[src/rtl/wdog_pkg.sv]
package wdog_pkg;

    parameter int unsigned REG_W          = 8;
    parameter int unsigned SEL_W          = 4;
    parameter int unsigned SEL_LAST_TIMED = 7;
    parameter int unsigned SEL_IMM        = 8;
    parameter int unsigned SEL_DL         = 9;
    parameter int unsigned SEL_DEFAULT    = 7;

    // bit positions inside the control register
    parameter int unsigned B_UNLOCK = 0;
    parameter int unsigned B_RUN    = 1;
    parameter int unsigned B_FLAG   = 2;
    parameter int unsigned B_IRQ    = 3;
    parameter int unsigned B_SEL    = 4;

    typedef enum logic {
        U_IDLE,
        U_ARMED
    } unlock_e;

    typedef enum logic [1:0] {
        E_RUN,
        E_RST,
        E_IRQ
    } event_e;

    typedef struct packed {
        logic [SEL_W-1:0] sel;
        logic             irq_mode;
        logic             flag;
        logic             run;
    } cfg_t;

endpackage

[src/rtl/wdog_unlock.sv]
module wdog_unlock
    import wdog_pkg::*;
(
    input  logic             clk,
    input  logic             rst_n,
    input  logic             reg_wr,
    input  logic [REG_W-1:0] reg_wdata,
    input  logic             lock_i,
    input  logic             soft_rst,
    input  logic             flag_set,
    output logic             commit,
    output logic             kick,
    output logic [SEL_W-1:0] sel,
    output logic             irq_mode_eff,
    output logic             run_eff,
    output logic             flag,
    output logic [REG_W-1:0] rdata
);

    unlock_e state_q, state_d;
    cfg_t    cfg_q;

    // state register
    always_ff @(posedge clk or negedge rst_n) begin
        if (!rst_n) begin
            state_q <= U_IDLE;
        end else if (soft_rst) begin
            state_q <= U_IDLE;
        end else begin
            state_q <= state_d;
        end
    end

    // transitions and commit strobe
    always_comb begin
        state_d = U_IDLE;
        commit  = 1'b0;
        unique case (state_q)
            U_IDLE: begin
                if (reg_wr && reg_wdata[B_UNLOCK]) begin
                    state_d = U_ARMED;
                end
            end
            U_ARMED: begin
                commit  = reg_wr;
                state_d = U_IDLE;
            end
            default: state_d = U_IDLE;
        endcase
    end

    assign kick = commit && reg_wdata[B_RUN];

    // configuration fields
    always_ff @(posedge clk or negedge rst_n) begin
        if (!rst_n) begin
            cfg_q.sel      <= SEL_W'(SEL_DEFAULT);
            cfg_q.irq_mode <= 1'b0;
            cfg_q.flag     <= 1'b0;
            cfg_q.run      <= 1'b1;
        end else if (soft_rst) begin
            cfg_q.sel      <= SEL_W'(SEL_DEFAULT);
            cfg_q.irq_mode <= 1'b0;
            cfg_q.run      <= 1'b1;
        end else begin
            if (commit) begin
                cfg_q.sel <= reg_wdata[B_SEL +: SEL_W];
                if (!lock_i) begin
                    cfg_q.irq_mode <= reg_wdata[B_IRQ];
                    cfg_q.run      <= reg_wdata[B_RUN];
                end
            end
            if (flag_set) begin
                cfg_q.flag <= 1'b1;
            end else if (commit && !reg_wdata[B_FLAG]) begin
                cfg_q.flag <= 1'b0;
            end
        end
    end

    assign sel          = cfg_q.sel;
    assign flag         = cfg_q.flag;
    assign irq_mode_eff = cfg_q.irq_mode && !lock_i;
    assign run_eff      = cfg_q.run || lock_i;

    always_comb begin
        rdata                   = '0;
        rdata[B_SEL +: SEL_W]   = cfg_q.sel;
        rdata[B_IRQ]            = irq_mode_eff;
        rdata[B_FLAG]           = cfg_q.flag;
        rdata[B_RUN]            = run_eff;
        rdata[B_UNLOCK]         = 1'b0;
    end

endmodule

[src/rtl/wdog_count.sv]
module wdog_count
    import wdog_pkg::*;
#(
    parameter int unsigned CNT_W      = 16,
    parameter int unsigned BASE_SHIFT = 9
) (
    input  logic             clk,
    input  logic             rst_n,
    input  logic             tick,
    input  logic             en,
    input  logic             kick,
    input  logic             restart,
    input  logic [SEL_W-1:0] sel,
    output logic             expire
);

    localparam int unsigned N_SEL = 1 << SEL_W;

    logic [CNT_W-1:0] cnt_q;
    logic [CNT_W-1:0] last_tab [N_SEL];

    // last count value before timeout, one entry per select code;
    // codes above the last timed one reuse its period
    for (genvar g = 0; g < N_SEL; g++) begin : g_last
        localparam int unsigned      EFF  = (g <= SEL_LAST_TIMED) ? g : SEL_LAST_TIMED;
        localparam int unsigned      SH   = BASE_SHIFT + EFF;
        localparam logic [CNT_W:0]   FULL = {{CNT_W{1'b0}}, 1'b1} << SH;
        assign last_tab[g] = FULL[CNT_W-1:0] - CNT_W'(1);
    end

    always_ff @(posedge clk or negedge rst_n) begin
        if (!rst_n) begin
            cnt_q <= '0;
        end else if (kick || restart || !en) begin
            cnt_q <= '0;
        end else if (tick) begin
            cnt_q <= cnt_q + CNT_W'(1);
        end
    end

    assign expire = en && tick && !kick && (cnt_q == last_tab[sel]);

endmodule

[src/rtl/wdog_event.sv]
module wdog_event
    import wdog_pkg::*;
(
    input  logic             clk,
    input  logic             rst_n,
    input  logic             expire,
    input  logic             irq_mode_eff,
    input  logic             commit,
    input  logic [SEL_W-1:0] wr_sel,
    input  logic             flag,
    output logic             flag_set,
    output logic             soft_rst,
    output logic             sys_rst_o,
    output logic             irq_o,
    output logic             dl_req_o
);

    event_e state_q, state_d;
    logic   dl_q;
    logic   imm, imm_dl;

    assign imm_dl = commit && (wr_sel == SEL_W'(SEL_DL));
    assign imm    = imm_dl || (commit && (wr_sel == SEL_W'(SEL_IMM)));

    // state register
    always_ff @(posedge clk or negedge rst_n) begin
        if (!rst_n) begin
            state_q <= E_RUN;
            dl_q    <= 1'b0;
        end else begin
            state_q <= state_d;
            dl_q    <= (state_q != E_RST) && imm_dl;
        end
    end

    // transitions
    always_comb begin
        state_d = state_q;
        unique case (state_q)
            E_RUN: begin
                if (imm) begin
                    state_d = E_RST;
                end else if (expire) begin
                    state_d = irq_mode_eff ? E_IRQ : E_RST;
                end
            end
            E_RST: begin
                state_d = E_RUN;
            end
            E_IRQ: begin
                if (imm) begin
                    state_d = E_RST;
                end else if (expire) begin
                    state_d = irq_mode_eff ? E_IRQ : E_RST;
                end else if (!flag) begin
                    state_d = E_RUN;
                end
            end
            default: state_d = E_RUN;
        endcase
    end

    assign flag_set = (state_q != E_RST) && (imm || expire);
    assign soft_rst = (state_q == E_RST);

    // outputs
    always_comb begin
        sys_rst_o = 1'b0;
        irq_o     = 1'b0;
        dl_req_o  = 1'b0;
        unique case (state_q)
            E_RUN: ;
            E_RST: begin
                sys_rst_o = 1'b1;
                dl_req_o  = dl_q;
            end
            E_IRQ: irq_o = 1'b1;
            default: ;
        endcase
    end

endmodule

[src/rtl/wdog_ctrl.sv]
module wdog_ctrl
    import wdog_pkg::*;
#(
    parameter int unsigned CNT_W      = 16,
    parameter int unsigned BASE_SHIFT = 9
) (
    input  logic             clk,
    input  logic             rst_n,
    input  logic             tick,
    input  logic             lock_i,
    input  logic             reg_wr,
    input  logic [REG_W-1:0] reg_wdata,
    output logic [REG_W-1:0] reg_rdata,
    output logic             sys_rst_o,
    output logic             irq_o,
    output logic             dl_req_o
);

    logic             commit, kick;
    logic [SEL_W-1:0] sel;
    logic             irq_mode_eff, run_eff, flag;
    logic             flag_set, soft_rst, expire;

    wdog_unlock u_unlock (
        .clk          (clk),
        .rst_n        (rst_n),
        .reg_wr       (reg_wr),
        .reg_wdata    (reg_wdata),
        .lock_i       (lock_i),
        .soft_rst     (soft_rst),
        .flag_set     (flag_set),
        .commit       (commit),
        .kick         (kick),
        .sel          (sel),
        .irq_mode_eff (irq_mode_eff),
        .run_eff      (run_eff),
        .flag         (flag),
        .rdata        (reg_rdata)
    );

    wdog_count #(
        .CNT_W      (CNT_W),
        .BASE_SHIFT (BASE_SHIFT)
    ) u_count (
        .clk     (clk),
        .rst_n   (rst_n),
        .tick    (tick),
        .en      (run_eff),
        .kick    (kick),
        .restart (flag_set || soft_rst),
        .sel     (sel),
        .expire  (expire)
    );

    wdog_event u_event (
        .clk          (clk),
        .rst_n        (rst_n),
        .expire       (expire),
        .irq_mode_eff (irq_mode_eff),
        .commit       (commit),
        .wr_sel       (reg_wdata[B_SEL +: SEL_W]),
        .flag         (flag),
        .flag_set     (flag_set),
        .soft_rst     (soft_rst),
        .sys_rst_o    (sys_rst_o),
        .irq_o        (irq_o),
        .dl_req_o     (dl_req_o)
    );

endmodule

[config.mk]
export PLATFORM = sky130hd
export DESIGN_NAME = wdog_ctrl
export DESIGN_NICKNAME = d
export VERILOG_FILES = /design/src/rtl/wdog_pkg.sv /design/src/rtl/wdog_unlock.sv /design/src/rtl/wdog_count.sv /design/src/rtl/wdog_event.sv /design/src/rtl/wdog_ctrl.sv
export SDC_FILE = /design/constraint.sdc
export NUM_CORES = 1
export LEC_CHECK = 0
export ABC_CLOCK_PERIOD_IN_PS = 2900
export CORE_UTILIZATION = 49
export DETAILED_ROUTE_END_ITERATION = 10
export PLACE_DENSITY = 0.76
export SETUP_SLACK_MARGIN = 0.02
export SKIP_LAST_GASP = 1
export SYNTH_ARGS = -nofsm -noshare
export SYNTH_HDL_FRONTEND = slang
export SYNTH_HIERARCHICAL = 1
export SYNTH_SLANG_ARGS = --single-unit
[constraint.sdc]
create_clock -name clk -period 2.9 [get_ports clk]
set_input_delay 0.29 -clock clk [delete_from_list [all_inputs] [get_ports clk]]
set_output_delay 0.29 -clock clk [all_outputs]
set_load 0.02 [all_outputs]
==> flow_summary.ini <==
[cts]
cts_buffers = 3
clk_path_buf_depth = 2
clock_sinks = 27
clk_latency_ns = 0.33
cts_tree = done
clk_pin_slew_ns = 0.16
clockRootBuffer = clkbuf_4
htreeDepth = 1
cts_hold_buf = 0

[route]
highest_layer = met4
initialDrtViolationCount = 37
wl_um = 3550
routed-wl-met3_um = 102
met2_length_um = 1790
wl_per_cell_um = 14.5
drtPass1Iterations = 4
drc = 0
vias_per_cell = 5.55
wl_met1_um = 1610
drtAntennaViolNets = 0
vias = 1353

[placed_design]
place_congestion = 0.889
post-dp-hpwl_um = 2470
port_buffers = 22
placed_area_sq_um = 1870
dp_cells = 232
post-place-ws_ns = -0.0360

[sta]
setup_slack_ns = 0.128
finalSetupViolations = 0
hold_viol_final = 0
clock_skew_ns = 0.00638
timing.fmax_mhz = 361
min_period_over_period = 0.956
maxSlewViolCount = 0
holdWs_ns = 0.297
setup_tns_ns = 0
finalCriticalPeriod_ns = 2.77
rsz0062_at_grt = true

[cells_and_area]
area_delta_synth_final_pct = 17.6
regArea_sq_um = 682
layout.cells.non_filler = 244
multi_input_area_sq_um = 855
design_area_sq_um = 1980
layout-drive-gt1-share = 0.210
n_fill_cell = 291
layout.nets = 215
antenna_cells = 0

[job]
max_cap_violations = 0

[worst_setup_path]
required_ns = 3.17
critPathLaunchType = flop
critPathKind = flop to flop
crit_chain = nand2_1 -> o32a_1 -> a2111oi_2 -> and4_1 -> inv_1 -> a21oi_2 -> or2_1 -> or3b_2 -> o21ai_2 -> or4_4 -> a21oi_2
crit_fanout = 6
slowest_stage = dfstp_2
crit_family = simple AND/OR/NAND/NOR gates
arrival_ns = 3.04
crit_path_max_incr_delay_ns = 0.61
cpMostUsedCell = a21oi_2
worst-path-buf-inv = 1
crit_path_end_kind = flop

[status]
outcome = finished clean

[logic_synthesis]
synth_common_cells = dfrtp_1 (23), nor2_1 (17), buf_4 (13)
netlist_instances = 181
synth_top_area_frac = 0.341
syn_area_sq_um = 1690
async_flop_share = 1.00
yosysSeqAreaShare = 0.404
yosysWarnings = 6
synth_ff_type = dfrtp_1
post-synth-top-count-cell = dfrtp_1
synth_edf_count = 0
syn_nets = 195
ys_types = 48
synth_top_area_cell = dfrtp_1
avgSynthCellArea_sq_um = 9.31
synth_seq_cells = 27
synth_area_leaders = dfrtp_1 (34%), dfstp_2 (6.2%), buf_4 (5.8%), nor2_1 (3.8%), xnor2_1 (3.6%)

[power_and_ir_drop]
combPwrFrac = 0.314
powerDensity_nw_per_um2 = 488
clockPowerShare = 0.181
switchingPower_w = 0.000326
switching_share = 0.337
internal_power_w = 0.000641
irDropWorstVdd_uv = 268
power.share.sequential = 0.505
power_leakage_nw = 0.841

[floorplan]
die_area_sq_um = 3680
die_x_um = 60.6
core_sq_um = 3150
initial_core_util = 0.535
fp-row-count = 20
ios = 24
die_h_um = 60.6

[global_route]
grt_pass1_wl_um = 6030
antenna_found_initial = 0
grt_max_degree = 28
track_usage = 0.216
grt_pass1_vias = 1361
grt-ovfl-total = 0

[worst_hold_path]
hp-class = primary input to async pin
[area by class of cell]
class                      instances  area share
timing repair buffer              37       0.168
tap                               44      0.0278
clock inverter                     1     0.00442
multi-input combinational        125       0.431
clock buffer                       3      0.0114
sequential                        27       0.344
inverter                           7      0.0133
[routing by layer]
metal | vias to the layer above | GRT usage
met5 | - | 0
met4 | 0 | 0.0812
met3 | 4 | 0.0256
met2 | 22 | 0.361
met1 | 665 | 0.288
li1 | 662 | -
[final timing paths]
| path | startpoint | endpoint | slack, ns | depth (start not counted) |
|---|---|---|---|---|
| worst max-delay path | u_unlock/sel[2] | u_count/cnt_q[15] | 0.13 | 11 |
| worst min-delay path | rst_n | u_count/cnt_q[5] | 0.30 | 2 |
| worst max register to register | u_unlock/sel[2] | u_count/cnt_q[15] | 0.13 | 11 |
| worst min register to register | u_event/state_q[0] | u_event/state_q[1] | 0.51 | 1 |
| max in group asynchronous | rst_n | u_unlock/sel[0] | 2.29 | 2 |
| min in group clk | reg_wdata[0] | u_unlock/state_q | 0.48 | 3 |
[registers in the layout, summed over array words and instances, names as in the netlist]
signal            flops
u_event/state_q       2
u_unlock/sel          4
u_unlock/state_q      1
u_unlock/cfg_q        2
u_count/cnt_q        16
u_event/dl_q          1
u_unlock/flag         1
[cells by family (layout without fill, tap and decap cells)]
kind of cell	Yosys count	count (layout)	synth area share
buffers and inverters	29	48	0.103
AO/OA/AOI/OAI	29	29	0.114
other	1	1	0.00223
XOR/XNOR	12	12	0.0624
AND/OR/NAND/NOR	79	79	0.289
flip-flops	27	27	0.404
adder cells (fa/ha/maj)	1	1	0.00742
multiplexers	3	3	0.0178
[placed cells by master (no fill, tap or decap), drive strengths merged, types with 5 or more instances in the layout]
cell           netlist  layout
dfrtp               23      23
clkdlybuf4s50        0      22
nor2                17      17
buf                 15      15
nand2               12      12
inv                  7       8
a21oi                8       8
xnor2                7       7
o21ai                7       7
nand3                6       6
xor2                 5       5
and3                 5       5
nand4                5       5
[power groups by stage]
stage / Sequential [W] / Combinational (W) / Clock (W)
floorplan: 0.000475 / 0.000220 / 0
global placement: 0.000503 / 0.000243 / 0
detailed placement: 0.000506 / 0.000250 / 0
CTS: 0.000495 / 0.000272 / 0.000184
global route: 0.000494 / 0.000339 / 0.000191
finish: 0.000488 / 0.000304 / 0.000175
[through the flow]
stage | util | total power (W)
floorplan | - | 0.000695
global route | 0.629 | 0.00102
global placement | 0.592 | 0.000746
finish | 0.629 | 0.000967
detailed placement | 0.592 | 0.000755
CTS | 0.609 | 0.000951
[worst register-to-register path, cell delays in order (launching register included)]
cell	delay, ns
dfstp_2	0.61
nand2_1	0.07
o32a_1	0.31
a2111oi_2	0.34
and4_1	0.26
inv_1	0.06
a21oi_2	0.13
or2_1	0.11
or3b_2	0.13
o21ai_2	0.08
or4_4	0.49
a21oi_2	0.13
[timing repair]
action	in CTS	in global routing
pin swaps	0	1
endpoints found under the setup margin	3	3
resized for setup	2	7
setup buffers	3	5
(Power assumes the default switching activity.)
